<file path="src/rtl/idm_pkg.sv">
package idm_pkg;
  typedef enum logic [1:0] {
    TGT_LO  = 2'd0,
    TGT_UP  = 2'd1,
    TGT_SFR = 2'd2
  } idm_tgt_e;

  // Target selection: the top address bit picks the half, and the mode picks
  // between upper RAM and SFR space inside the high half.
  function automatic idm_tgt_e idm_target(input logic indirect, input logic high_half);
    if (!high_half) return TGT_LO;
    else if (indirect) return TGT_UP;
    else return TGT_SFR;
  endfunction
endpackage

</file>
<file path="src/rtl/idm_decode.sv">
module idm_decode
  import idm_pkg::*;
(
  input  logic     active,
  input  logic     indirect,
  input  logic     high_half,
  output idm_tgt_e tgt,
  output logic     lo_sel,
  output logic     up_sel,
  output logic     sfr_sel
);
  always_comb begin
    tgt     = idm_target(indirect, high_half);
    lo_sel  = active && (tgt == TGT_LO);
    up_sel  = active && (tgt == TGT_UP);
    sfr_sel = active && (tgt == TGT_SFR);
  end
endmodule

</file>
<file path="src/rtl/idm_ram_bank.sv">
module idm_ram_bank #(
  parameter int DEPTH = 128,
  parameter int DW    = 8,
  localparam int IW   = $clog2(DEPTH)
) (
  input  logic          clk,
  input  logic          en,
  input  logic          we,
  input  logic [IW-1:0] addr,
  input  logic [DW-1:0] wdata,
  output logic [DW-1:0] rdata
);
  logic [DW-1:0] mem [DEPTH];

  // Contents are not reset; the read register updates on reads only.
  always_ff @(posedge clk) begin
    if (en) begin
      if (we) mem[addr] <= wdata;
      else    rdata     <= mem[addr];
    end
  end
endmodule

</file>
<file path="src/rtl/idm_router.sv">
module idm_router
  import idm_pkg::*;
#(
  parameter int AW = 8,
  parameter int DW = 8,
  localparam int HALF = 2 ** (AW - 1),
  localparam int IW   = AW - 1
) (
  input  logic          clk,
  input  logic          rst_n,
  input  logic          req_valid,
  input  logic          req_write,
  input  logic          req_indirect,
  input  logic [AW-1:0] req_addr,
  input  logic [DW-1:0] req_wdata,
  output logic          rsp_valid,
  output logic [DW-1:0] rsp_rdata,
  output logic          rsp_err,
  output logic          sfr_stb,
  output logic          sfr_we,
  output logic [AW-1:0] sfr_addr,
  output logic [DW-1:0] sfr_wdata,
  input  logic [DW-1:0] sfr_rdata,
  input  logic          sfr_hit
);
  // Named internal events
  idm_tgt_e       tgt_now;
  logic           lo_sel, up_sel, sfr_sel;
  logic           req_active;
  logic [DW-1:0]  lo_rdata, up_rdata;
  logic           sfr_miss;

  assign req_active = req_valid && rst_n;

  idm_decode u_dec (
    .active    (req_active),
    .indirect  (req_indirect),
    .high_half (req_addr[AW-1]),
    .tgt       (tgt_now),
    .lo_sel    (lo_sel),
    .up_sel    (up_sel),
    .sfr_sel   (sfr_sel)
  );

  idm_ram_bank #(.DEPTH(HALF), .DW(DW)) u_lo (
    .clk   (clk),
    .en    (lo_sel),
    .we    (req_write),
    .addr  (req_addr[IW-1:0]),
    .wdata (req_wdata),
    .rdata (lo_rdata)
  );

  idm_ram_bank #(.DEPTH(HALF), .DW(DW)) u_up (
    .clk   (clk),
    .en    (up_sel),
    .we    (req_write),
    .addr  (req_addr[IW-1:0]),
    .wdata (req_wdata),
    .rdata (up_rdata)
  );

  assign sfr_stb   = sfr_sel;
  assign sfr_we    = req_write;
  assign sfr_addr  = req_addr;
  assign sfr_wdata = req_wdata;
  assign sfr_miss  = sfr_sel && !sfr_hit;

  // Response stage
  logic          rv_q, wr_q, err_q;
  idm_tgt_e      tgt_q;
  logic [DW-1:0] sfr_q;

  always_ff @(posedge clk or negedge rst_n) begin
    if (!rst_n) begin
      rv_q  <= 1'b0;
      wr_q  <= 1'b0;
      err_q <= 1'b0;
      tgt_q <= TGT_LO;
      sfr_q <= '0;
    end else begin
      rv_q <= req_valid;
      if (req_valid) begin
        tgt_q <= tgt_now;
        wr_q  <= req_write;
        err_q <= sfr_miss;
        if (sfr_sel && !req_write) sfr_q <= sfr_rdata;
      end
    end
  end

  always_comb begin
    rsp_valid = rv_q;
    rsp_err   = rv_q && err_q;
    rsp_rdata = '0;
    if (rv_q && !wr_q && !err_q) begin
      unique case (tgt_q)
        TGT_LO:  rsp_rdata = lo_rdata;
        TGT_UP:  rsp_rdata = up_rdata;
        default: rsp_rdata = sfr_q;
      endcase
    end
  end
endmodule

</file>
<file path="config.mk">
export PLATFORM = sky130hd
export DESIGN_NAME = idm_router
export DESIGN_NICKNAME = d
export VERILOG_FILES = /design/src/rtl/idm_pkg.sv /design/src/rtl/idm_decode.sv /design/src/rtl/idm_ram_bank.sv /design/src/rtl/idm_router.sv
export SDC_FILE = /design/constraint.sdc
export NUM_CORES = 2
export LEC_CHECK = 0
export ABC_AREA = 1
export BUFFER_PORTS_ARGS = -buffer_cell sky130_fd_sc_hd__buf_2
export CORE_MARGIN = 2
export CORE_UTILIZATION = 50
export CTS_CLUSTER_DIAMETER = 100
export DETAILED_ROUTE_END_ITERATION = 12
export PLACE_DENSITY_LB_ADDON = 0.15
export SYNTH_ARGS = -nofsm -noshare
export SYNTH_HDL_FRONTEND = slang
export SYNTH_HIERARCHICAL = 1
export SYNTH_SLANG_ARGS = --single-unit
</file>
<file path="constraint.sdc">
create_clock -name clk -period 1.4 [get_ports clk]
set_input_delay 0.07 -clock clk [delete_from_list [all_inputs] [get_ports clk]]
set_output_delay 0.07 -clock clk [all_outputs]
set_load 0.05 [all_outputs]
</file>
# Word-level counts from Yosys, hierarchy flattened
# Memory sizes are Yosys's and may differ from the RTL's. A register that Yosys moved wholly into a read port is not among the register bits.
# Cells that the tools add are included.
[op_classes]
n_eq_ne = 3
n_mux = 9
n_bitwise = 1
n_reduce_logical = 18
[op_table]
columns = ["op", "n"]
rows = [
  ["case mux 8 bit (2 select lines)", 1],
  ["logical AND 1 bit", 9],
  ["two-way mux 8 bit", 1],
  ["AND reduction 2 bit", 3],
  ["two-way mux 1 bit", 5],
  ["== test 2 x 1 -> 1 bit (second input constant)", 2],
  ["logical NOT 1 bit", 4],
  ["logical NOT 2 bit", 2],
  ["two-way mux 2 bit", 2],
  ["== test 2 bit (second input constant)", 1],
  ["inverter 1 bit", 1],
]
[totals]
out_inout_bits = 28
memories = 2
input_bits = 30
reg_bits = 13
wordCells = 38
mem_bits_rw = 2048
[mem_list]
columns = ["name", "words", "word_bits", "read_ports", "rd_ports_with_merged_regs", "wr", "line", "rtl"]
rows = [
  ["u_lo.mem", 128, 8, 1, 1, 1, "idm_ram_bank.sv:13", "logic [DW-1:0] mem [DEPTH];"],
  ["u_up.mem", 128, 8, 1, 1, 1, "idm_ram_bank.sv:13", ""],
]

# Logic depth before layout (Yosys ltp)
[logic_depth]
ltp_word = 6
depth_mapped = 17
ltp_nobuf = 13

# Hierarchy
# The synthesis kept the hierarchy.
[modules_own_cells]
columns = ["module", "cells_per_inst", "area_per_inst_um2", "instances"]
rows = [
  ["idm_ram_bank", 4393, 43853.3, 2],
  ["idm_router", 126, 884.6, 1],
  ["idm_decode", 9, 33.8, 1],
]

# Worst setup path before layout
# OpenSTA, ideal clock, no wires.
[synth_timing]
path_kind = "input -> register"
startpoint = "in req_addr[1]"
endpoint = "mem u_lo.mem[92][0], enable pin"
cell_stages = 6
arrival_ps = 1518
required_ps = 1030
slack_ps = -488
setup_ps = 370
path_cell_list = "buf_2 clkbuf_1 nor2_2 nand3_1 clkbuf_1 nor2_1"
[synth_lines]
columns = ["element", "line", "rtl"]
rows = [
  ["start, declared", "idm_router.sv:14", "input logic [AW-1:0] req_addr,"],
  ["end, declared", "idm_ram_bank.sv:13", ""],
]
# Straight into the memory's write port.

# Worst setup path in the final report
[layout_timing]
startpoint = "reg u_lo.rdata[0] (read register of u_lo.mem)"
endpoint = "out rsp_rdata[0]"
[layout_between]
elab_chain_cells = 2
[layout_rtl]
columns = ["element", "line", "rtl"]
rows = [
  ["start, declared", "idm_ram_bank.sv:11", "output logic [DW-1:0] rdata"],
  ["case mux 8 bit (2 select lines)", "idm_router.sv:97", "unique case (tgt_q)"],
  ["two-way mux 8 bit", "idm_router.sv:96", "if (rv_q && !wr_q && !err_q) begin"],
  ["end, declared", "idm_router.sv:17", "output logic [DW-1:0] rsp_rdata,"],
]
# Every way passes these cells.

==> Implementation_results.wiki <==
{| class="wikitable"
! Metric !! Value
|-
| Setup repair after global routing missed its margin || true
|-
| Net count after synthesis || 8,951
|-
| Startpoint of the lowest-slack hold path || req_valid
|-
| Number of maximum-capacitance constraint violations || 0
|-
| Number of antenna violations at the first check in global routing || 6
|-
| Number of detailed-route iterations in the first pass || 6
|-
| Clock-pin slew on the worst setup and hold paths || 0.06 ns
|-
| Smallest setup slack after layout || -0.737 ns
|-
| Worst endpoint data arrival time || 2.07 ns
|-
| Number of different library cells in the post-synthesis netlist || 24
|-
| Max Transition Viols Final || 0
|-
| Final instance area || 108,000 µm²
|-
| Power after layout || 134,000 µW
|-
| Peak supply drop || 1.43 mV
|-
| Estimated wirelength of the detail-placed design || 157 mm
|-
| Initial standard-cell utilization of the core || 50.3%
|-
| Overall routed net length || 246 mm
|-
| Average wire length per cell after detail routing || 20.6 µm
|-
| Detailed Route Iter0 Violations || 5,818
|-
| Post-route minimum period || 2.14 ns
|-
| Total number of vias || 62,600
|-
| Final setup skew || 0.0335 ns
|-
| Area taken by flip-flops and latches || 62,300 µm²
|-
| Portion of the clock cycle consumed by the worst path in the final layout || 153%
|-
| Endpoint kind of the worst setup timing path || output pin
|-
| Cells after Synth || 8,921
|-
| Final core utilization || 61.6%
|-
| Most repeated library cell on the critical path || sky130_fd_sc_hd__nand2_1
|-
| Total power divided by cell area || 1240 nW/µm²
|-
| Floorplan core area || 176,000 µm²
|-
| Root buffer cell || sky130_fd_sc_hd__clkbuf_16
|-
| Residual DRC || 0
|-
| Count of H-tree levels built during CTS || 4
|-
| Height of the die || 425 µm
|-
| Max clock buf depth || 3
|-
| Total negative slack || -8.90 ns
|-
| Max frequency || 468 MHz
|-
| Transition at the pin with the smallest max-transition slack || 1.03 ns
|-
| Capture point of the worst reg-to-reg path || u_up/rdata[6]
|-
| Hold path depth || 4
|-
| Total CTS buffers || 211
|-
| Die extent in x || 425 µm
|-
| Synthesized area per cell || 9.93 µm²
|-
| Worst hold path class || input port to register
|-
| Flip-flop and latch count after synthesis || 2,077
|-
| Place WS || -0.917 ns
|-
| Total global-route track usage || 27.2%
|-
| Reported leakage power || 0.0447 µW
|-
| Number of flops mapped to enable cells by yosys || 2,064
|-
| Weighted congestion reported at the end of routability-driven placement || 0.908
|-
| Filler Cell Count || 14,200
|-
| Delay contributed by the slowest stage of the critical path || 0.69 ns
|-
| Per-cell via count in the routed design || 5.25
|-
| Endpoint of the worst hold path || tgt_q[1]
|-
| Status || complete, but fails checks
|-
| Slowest stage cell, crit path || sky130_fd_sc_hd__edfxtp_1
|-
| Total setup violations reported at the end of the flow || 27
|-
| Violated checks || negative setup slack
|-
| Number of global-route vias before repair || 60,400
|-
| Num Clock Sinks || 2,077
|-
| Worst path required time || 1.33 ns
|-
| Synth-to-layout area growth || 22.3%
|-
| Die footprint || 181,000 µm²
|-
| Critical path class || register to output pin
|-
| Primary FF master, synth || sky130_fd_sc_hd__edfxtp_1
|-
| Combined area of the multi-input logic cells || 26,900 µm²
|-
| Post-synthesis sequential area ratio || 70.3%
|-
| Pin count of the biggest net entering global routing || 85
|-
| Max_slew headroom || 31.3%
|-
| FF-to-FF setup slack || -0.30 ns
|-
| Instance area at placement || 99,600 µm²
|-
| Source of the worst register-to-register timing path || u_up/mem[56][6]
|-
| Ordered cell list for the critical path || nand2_1, nand3_2, nand2_1, inv_2, buf_8
|-
| Io pins || 58
|-
| Clock insertion delay at the later pin of the skew report || 0.86 ns
|-
| Synthesis Warnings || 6
|-
| Startpoint types || register
|-
| Worst Reg-to-Reg Cells || 9
|-
| Share of layout cells above drive strength 1 || 17.5%
|-
| Clock tree from TritonCTS || yes
|-
| Post-synthesis instance area || 88,600 µm²
|-
| Count of buffers from port buffering || 57
|-
| Detail Route Antenna Nets || 0
|-
| Wire length of the first global-routing pass || 372 mm
|-
| Share of synthesized flip-flops with an asynchronous set or reset || 0.626%
|-
| Final hold violation count || 0
|-
| Post-layout nets || 9,431
|-
| Cell row count || 154
|-
| Remaining Overflow, GRT || 0
|-
| Max Fanout on Critical Path || 1
|}
==> flip-flops by register name (all words and copies together) (netlist names) <==
name,flops
u_lo/mem,1024
u_up/mem,1024
sfr_q,8
u_lo/rdata,8
u_up/rdata,8
tgt_q,2
err_q,1
rsp_valid,1
wr_q,1
==> power by group <==
group | leakage (µW) | internal [µW] | switching [µW]
sequential | 0.0187 | 68400 | 50.9
clock | 0.00330 | 31600 | 23600
combinational | 0.0227 | 3260 | 7200
total | 0.0447 | 103000 | 30800
==> layout make-up <==
cell class                 instances  share of cell area (%)
sequential                      2077                    57.5
multi-input combinational       6237                    24.9
antenna                            1                 0.00231
clock buffer                     263                    5.17
timing repair buffer             722                    8.16
timing repair inverter             1                 0.00462
inverter                         151                   0.569
tap                             2340                    2.70
clock inverter                   131                    1.07
==> critical path, delay by kind of cell, from the launching register on <==
family,cells,cell delay [ns]
buffers and inverters,2,0.24
flip-flops,1,0.69
AND/OR/NAND/NOR,3,0.28
==> cell usage in the layout, fill, tap and decap left out, drive strengths merged, types with 12 or more instances in the layout <==
cell            n
inv           157
nand3          90
or2            24
nor2          482
buf           678
clkbuf        263
dlygate4sd3    44
clkinv        100
dfrtp          13
o21ai          12
nand2        5602
bufinv         18
edfxtp       2064
a21oi          13
==> how the worst max path moves through the flow <==
stage,slack (ns),cells after the start,from,end
after global routing,-0.75,6,tgt_q[1],rsp_rdata[3]
after global placement,-0.88,15,req_addr[0],u_lo/rdata[7]
after CTS,-0.71,5,u_lo/rdata[0],rsp_rdata[0]
after detailed placement,-0.92,15,req_addr[0],u_lo/rdata[0]
after floorplan,-0.09,8,req_addr[0],u_lo/mem[36][0]
final,-0.74,5,u_lo/rdata[0],rsp_rdata[0]
==> cells in the mapped netlist (2+ instances only) <==
cell / instances / area (µm²)
sky130_fd_sc_hd__buf_6: 4 / 45.0
sky130_fd_sc_hd__nor2_1: 478 / 1790
sky130_fd_sc_hd__inv_2: 6 / 22.5
sky130_fd_sc_hd__nand3_1: 90 / 450
sky130_fd_sc_hd__buf_1: 44 / 165
sky130_fd_sc_hd__inv_1: 143 / 537
sky130_fd_sc_hd__buf_4: 26 / 195
sky130_fd_sc_hd__o211ai_1: 4 / 30.0
sky130_fd_sc_hd__dfrtp_1: 13 / 325
sky130_fd_sc_hd__nand4_1: 2 / 12.5
sky130_fd_sc_hd__nor3_1: 8 / 40.0
sky130_fd_sc_hd__a21oi_1: 13 / 65.1
sky130_fd_sc_hd__edfxtp_1: 2064 / 62000
sky130_fd_sc_hd__nand2_1: 5601 / 21000
sky130_fd_sc_hd__o21ai_0: 12 / 60.1
sky130_fd_sc_hd__buf_2: 186 / 931
sky130_fd_sc_hd__clkbuf_1: 196 / 736
sky130_fd_sc_hd__nor2_2: 2 / 12.5
sky130_fd_sc_hd__or2_1: 4 / 25.0
sky130_fd_sc_hd__or2_2: 20 / 125
sky130_fd_sc_hd__clkinv_1: 2 / 7.51
==> per-stage QoR <==
| stage | cells | hold WS (ns) |
|---|---|---|
| 6_report | 11900 | 0.104 |
| 3_3_place_gp | 11500 | 0.0311 |
| 4_1_cts | 11900 | 0.0434 |
| 2_1_floorplan | 8921 | -0.226 |
| 3_5_place_dp | 11500 | 0.0321 |
| 5_1_grt | 11900 | 0.128 |
==> layer usage <==
metal	GRT usage, %	up-vias	share of wire, %
met5	0	-	0.011
met4	8.45	4	3.0
met3	4.26	362	7.7
met2	42.5	2187	46
met1	39.3	30300	43
li1	-	29800	-
==> what timing repair did <==
action,in CTS,in global routing
hold endpoints to repair,2090,165
pin swaps,113,147
cloned,0,1
gates resized for setup,252,246
hold buffers,48,4
buffers inserted,1,4
endpoints found under the setup margin,26,2126
==> kinds of logic (layout without fill, tap and decap cells) <==
kind of cell           after synthesis  after routing  share of synthesized area [%]
flip-flops                        2077           2077                           70.3
AO/OA/AOI/OAI                       29             29                          0.175
AND/OR/NAND/NOR                   6208           6208                           26.5
buffers and inverters              607           1268                           2.98
other                                0              1                              0
No activity file was read; power rests on OpenSTA's default activity.
